$ cat config.mk
export PLATFORM = sky130hd
export DESIGN_NAME = sdram_burst_colseq
export DESIGN_NICKNAME = d
export VERILOG_FILES = /design/src/rtl/colseq_pkg.sv /design/src/rtl/colseq_len_dec.sv /design/src/rtl/colseq_ctrl.sv /design/src/rtl/colseq_addr_gen.sv /design/src/rtl/sdram_burst_colseq.sv
export SDC_FILE = /design/constraint.sdc
export NUM_CORES = 1
export LEC_CHECK = 0
export BUFFER_PORTS_ARGS = -buffer_cell sky130_fd_sc_hd__buf_2
export CAP_MARGIN = 30
export CORE_UTILIZATION = 30
export CTS_CLUSTER_DIAMETER = 200
export DETAILED_ROUTE_END_ITERATION = 12
export HOLD_SLACK_MARGIN = 0.08
export PLACE_DENSITY = 0.49
export SLEW_MARGIN = 20
export SYNTH_ARGS = -nofsm -noshare
export SYNTH_HDL_FRONTEND = slang
export SYNTH_SLANG_ARGS = --single-unit
$ cat constraint.sdc
create_clock -name clk -period 4.6 [get_ports clk]
set_clock_uncertainty 0.05 [all_clocks]
set_input_delay 0.92 -clock clk [delete_from_list [all_inputs] [get_ports clk]]
set_output_delay 0.92 -clock clk [all_outputs]
set_load 0.02 [all_outputs]
$ cat src/rtl/colseq_pkg.sv
package colseq_pkg;

  // Decoded shape of one burst request.
  typedef struct packed {
    logic       full_page;   // run through the whole row until stopped
    logic [1:0] log2_len;    // log2 of the fixed length (0..3)
    logic       interleave;  // XOR ordering (never set for full page)
  } burst_shape_t;

  localparam logic [2:0] LEN_CODE_1    = 3'b000;
  localparam logic [2:0] LEN_CODE_2    = 3'b001;
  localparam logic [2:0] LEN_CODE_4    = 3'b010;
  localparam logic [2:0] LEN_CODE_8    = 3'b011;
  localparam logic [2:0] LEN_CODE_PAGE = 3'b111;

endpackage

$ cat src/rtl/colseq_len_dec.sv
module colseq_len_dec
  import colseq_pkg::*;
(
  input  logic [2:0]   len_code,
  input  logic         interleave,
  output burst_shape_t shape
);

  always_comb begin
    shape = '0;
    unique case (len_code)
      LEN_CODE_2:    shape.log2_len = 2'd1;
      LEN_CODE_4:    shape.log2_len = 2'd2;
      LEN_CODE_8:    shape.log2_len = 2'd3;
      LEN_CODE_PAGE: shape.full_page = 1'b1;
      default:       shape.log2_len = 2'd0;  // 000 and unused codes: single beat
    endcase
    // A full page always steps by increment.
    shape.interleave = interleave & ~shape.full_page;
  end

endmodule

$ cat src/rtl/colseq_ctrl.sv
module colseq_ctrl
  import colseq_pkg::*;
#(
  parameter int COL_W = 8
) (
  input  logic             clk,
  input  logic             rst_n,
  input  logic             start_fire,
  input  burst_shape_t     shape_in,
  input  logic             out_fire,
  input  logic             stop,
  output logic             active,
  output logic [COL_W-1:0] beat,
  output logic [COL_W-1:0] mask,
  output logic             last,
  output logic             full_page,
  output logic             interleave
);

  localparam logic [COL_W-1:0] ONE      = COL_W'(1);
  localparam logic [COL_W-1:0] ALL_ONES = {COL_W{1'b1}};

  burst_shape_t shape_q;

  always_ff @(posedge clk) begin
    if (!rst_n) begin
      active  <= 1'b0;
      beat    <= '0;
      shape_q <= '0;
    end else if (start_fire) begin
      active  <= 1'b1;
      beat    <= '0;
      shape_q <= shape_in;
    end else if (active) begin
      if (stop || (out_fire && last)) begin
        active <= 1'b0;
      end else if (out_fire) begin
        beat <= beat + ONE;
      end
    end
  end

  always_comb begin
    if (shape_q.full_page) begin
      mask = ALL_ONES;
    end else begin
      mask = (ONE << shape_q.log2_len) - ONE;
    end
  end

  assign last       = active & ~shape_q.full_page & (beat == mask);
  assign full_page  = shape_q.full_page;
  assign interleave = shape_q.interleave;


  last_ends_chk: assert property (@(posedge clk) disable iff (!rst_n)
    (active && out_fire && last && !start_fire) |=> !active);

endmodule

$ cat src/rtl/colseq_addr_gen.sv
module colseq_addr_gen #(
  parameter int COL_W = 8
) (
  input  logic             clk,
  input  logic             rst_n,
  input  logic             load,
  input  logic [COL_W-1:0] start_col,
  input  logic [COL_W-1:0] beat,
  input  logic [COL_W-1:0] mask,
  input  logic             interleave,
  output logic [COL_W-1:0] col
);

  logic [COL_W-1:0] start_q;
  logic [COL_W-1:0] seq_sum;
  logic [COL_W-1:0] low_src;

  always_ff @(posedge clk) begin
    if (!rst_n) begin
      start_q <= '0;
    end else if (load) begin
      start_q <= start_col;
    end
  end

  // The carry out of the masked field never reaches the output, so the field wraps.
  assign seq_sum = start_q + beat;
  assign low_src = interleave ? (start_q ^ beat) : seq_sum;

  for (genvar i = 0; i < COL_W; i++) begin : g_bit
    assign col[i] = mask[i] ? low_src[i] : start_q[i];
  end

endmodule

$ cat src/rtl/sdram_burst_colseq.sv
module sdram_burst_colseq
  import colseq_pkg::*;
#(
  parameter int COL_W = 8
) (
  input  logic             clk,
  input  logic             rst_n,
  input  logic             start_valid,
  output logic             start_ready,
  input  logic [COL_W-1:0] start_col,
  input  logic [2:0]       len_code,
  input  logic             interleave,
  output logic             col_valid,
  input  logic             col_ready,
  output logic [COL_W-1:0] col_addr,
  output logic             col_last,
  input  logic             burst_stop
);

  burst_shape_t     shape_d;
  logic             active;
  logic             start_fire;
  logic             out_fire;
  logic [COL_W-1:0] beat;
  logic [COL_W-1:0] mask;
  logic             page_q;
  logic             il_q;

  assign start_ready = ~active;
  assign start_fire  = start_valid & ~active;
  assign out_fire    = active & col_ready;

  colseq_len_dec u_dec (
    .len_code   (len_code),
    .interleave (interleave),
    .shape      (shape_d)
  );

  colseq_ctrl #(.COL_W(COL_W)) u_ctrl (
    .clk        (clk),
    .rst_n      (rst_n),
    .start_fire (start_fire),
    .shape_in   (shape_d),
    .out_fire   (out_fire),
    .stop       (burst_stop),
    .active     (active),
    .beat       (beat),
    .mask       (mask),
    .last       (col_last),
    .full_page  (page_q),
    .interleave (il_q)
  );

  colseq_addr_gen #(.COL_W(COL_W)) u_addr (
    .clk        (clk),
    .rst_n      (rst_n),
    .load       (start_fire),
    .start_col  (start_col),
    .beat       (beat),
    .mask       (mask),
    .interleave (il_q),
    .col        (col_addr)
  );

  assign col_valid = active;


  first_beat_chk: assert property (@(posedge clk) disable iff (!rst_n)
    (start_valid && start_ready) |=> (col_valid && col_addr == $past(start_col)));


  stall_hold_chk: assert property (@(posedge clk) disable iff (!rst_n)
    (col_valid && !col_ready && !burst_stop) |=>
      (col_valid && $stable(col_addr) && $stable(col_last)));


  stop_ends_chk: assert property (@(posedge clk) disable iff (!rst_n)
    (col_valid && burst_stop) |=> (!col_valid && start_ready));


  page_step_chk: assert property (@(posedge clk) disable iff (!rst_n)
    (col_valid && col_ready && page_q && !burst_stop) |=>
      (col_valid && !col_last && col_addr == COL_W'($past(col_addr) + COL_W'(1))));

endmodule

==> results.yml <==
worst_setup_path:
  path_max_fanout: 6
  worst_setup_path_start_kind: "register"
  rrSetupSlack_ps: 2170
  crit_type: "register to output port"
  crit_arrival_ps: 2330
  cp-end-kind: "output port"
  required_ps: 3630
drt:
  drtIter0Drc: 36
  via_count: 1300
  drc: 0
  firstDrtPassIters: 4
  ant_nets: 0
  wl_um: 3207
  wl_per_cell_um: 12.58
  avgViaCountPerCell: 5.098
clock_tree:
  cts-root-buf: "clkbuf_8"
  cts_sinks: 21
  cts_buffers: 3
  path_clk_slew_ps: 80
  cts_tree: "done"
  worstSkewPairLatency_ps: 260
  cts_max_level: 1
  clockBufferDepth: 2
  cts_hold_buf: 0
  cts.repair.resized: 0
  post-cts-setup-buffer-count: 0
grt:
  grt_max_degree: 16
  grt_usage_pct: 13.47
  grt.overflow.total: 0
  grt_pass1_vias: 1212
  grt_antenna_before_repair: 0
  grt_pass1_wl_um: 5416
sta:
  setup_violations: 0
  tightest_slew_ps: 909.5
  period_minus_slack_ps: 3303
  tns_ps: 0
  rsz0062_at_grt: "false"
  slew_headroom_pct: 39.24
  fmax_mhz: 302.7
  finalHoldViolations: 0
  fin_ws_ps: 1297
  report.final.slew_viol_count: 0
  period_share_pct: 71.81
layout:
  register_area_um2: 420.4
  fin_cells: 255
  multi_input_area_um2: 967.2
  n_fill_cell: 484
  nets: 231
  layout-drive-gt1-share_pct: 18.23
  mostFrequentLayoutCells: "30 x nand2_1, 27 x buf_2, 21 x dfxtp_1"
  area_growth_syn_to_layout_pct: 14.81
  mostFrequentLayoutCell: "nand2_1"
  n_antenna_cell: 0
logic_synthesis:
  avgSynthCellArea_um2: 8.119
  synth-edff-count: 0
  ys_async_sr_fraction_pct: 0
  yosys.area_share.simple_pct: 24.42
  yosys.area_share.xor_xnor_pct: 5.455
  syn_area_um2: 1445
  seq_area_frac_synth_pct: 29.09
  synth.area.top_cells: "dfxtp_1 29%, ha_1 7.8%, nand2_1 7.8%, a21boi_0 6.8%, a21oi_1 4.5%"
  synth_top_family_by_area: "compound AO/OA/AOI/OAI gates"
  syn_nets: 205
  synth_compound_area_share_pct: 25.63
  syn_inst: 178
  synth_top_area_share_pct: 29.09
  ys_ff_latch: 21
  synth-main-ff-cell: "dfxtp_1"
  synth_cell_type_count: 45
  synth.largest_area_cell: "dfxtp_1"
  yosys_warnings: 0
  synthAdderAreaFrac_pct: 9.177
  synth_mux_area_share_pct: 2.251
worst_hold_path:
  hold_path_class: "register to register"
die:
  die_w_um: 71.41
  initial_core_util_pct: 32.08
  dieArea_um2: 5099
  coreArea_um2: 4504
  ios: 28
  num_rows: 24
  die_y_um: 71.41
power:
  cellLeakagePower_uw: 0.0007255
  power.density_nw_per_um2: 239.8
  power.share.switching_pct: 29.37
  seq_power_share_pct: 49.3
  p_sw_uw: 116.9
  pwr-share-clk_pct: 31.7
  intPower_uw: 281.0
  ir_worst_vdd_mv: 0.08996
  power_uw: 397.9
  combPwrFrac_pct: 19.0
placement:
  port_buffers: 27
  dpl_worst_slack_ps: 1593
  place_hpwl_um: 2433
  gp_congestion: 0.7491
  dp.cells: 251
job:
  cap_violations: 0
run_status:
  status: "complete, no violations"
## worst max-delay path, stage by stage, from the launching register on
cell,delay [ps]
dfxtp_1,380
ha_1,250
fa_1,380
a21o_1,190
a21oi_1,190
o211ai_1,130
nor3b_1,150
o31a_1,240
buf_2,160
## cell type report
cell class / count / area share [%]
clock buffer: 4 / 2.715
inverter: 7 / 1.584
timing repair buffer: 27 / 8.145
multi-input combinational: 144 / 58.30
sequential: 21 / 25.34
tap: 52 / 3.922
## state kept, by name (all words and copies together) (netlist names)
| register | flops |
|---|---|
| u_ctrl.full_page | 1 |
| u_ctrl.shape_q | 2 |
| u_ctrl.interleave | 1 |
| u_ctrl.beat | 8 |
| u_ctrl.active | 1 |
| u_addr.start_q | 8 |
## layer usage
metal  track usage, %  vias to the layer above  routed length (um)
li1                 -                      683                   -
met4            4.000                        0                  34
met1            16.26                      593                1560
met5                0                        -                   0
met3            2.532                        4                 116
met2            24.23                       20                1496
## cells in the mapped netlist, types with 2 or more instances
| library cell | count |
|---|---|
| nor2_1 | 9 |
| nor3_1 | 2 |
| nand2_1 | 30 |
| o21ai_0 | 3 |
| xor2_1 | 5 |
| nor2b_1 | 4 |
| ha_1 | 9 |
| mux2_2 | 2 |
| nand3b_1 | 3 |
| inv_1 | 7 |
| a21oi_1 | 13 |
| nand3_1 | 6 |
| nor3b_1 | 2 |
| dfxtp_1 | 21 |
| and2_1 | 3 |
| xnor2_1 | 4 |
| clkbuf_1 | 4 |
| o21ai_1 | 3 |
| a21o_1 | 3 |
| a21boi_0 | 13 |
| o211ai_1 | 2 |
| or4_1 | 3 |
| or3_1 | 3 |
| nand2b_1 | 3 |
## power by group through the flow
stage	sequential [uW]	clock (uW)	combinational [uW]
3_5_place_dp	201	0	76.9
4_1_cts	196	131	77.3
2_1_floorplan	198	0	54.7
3_3_place_gp	200	0	76.8
5_1_grt	197	138	84.2
6_report	196	126	75.8
## metrics by stage
step           util, %  hold WS [ps]  area (um^2)
3_5_place_dp     35.83         421.1         1614
6_report         36.83         427.7         1659
4_1_cts          36.83         433.5         1659
2_1_floorplan        -         405.2         1445
3_3_place_gp     35.83         421.1         1614
5_1_grt          36.83         458.8         1659
## worst paths after layout
check,startpoint,endpoint,cells after the start
max,u_ctrl.beat[0],col_addr[6],8
min,u_addr.start_q[7],u_addr.start_q[7],2
max reg2reg,u_ctrl.shape_q[1],u_ctrl.beat[1],7
min reg2reg,u_addr.start_q[7],u_addr.start_q[7],2
## kinds of logic (layout without fill, tap and decap cells)
group | count (synthesis) | after routing
mux | 3 | 3
xor+xnor | 9 | 9
buf+inv | 13 | 38
flops | 21 | 21
fa+ha+maj | 10 | 10
simple gates | 72 | 72
compound gates | 50 | 50
No activity file was read; power rests on OpenSTA's default activity.
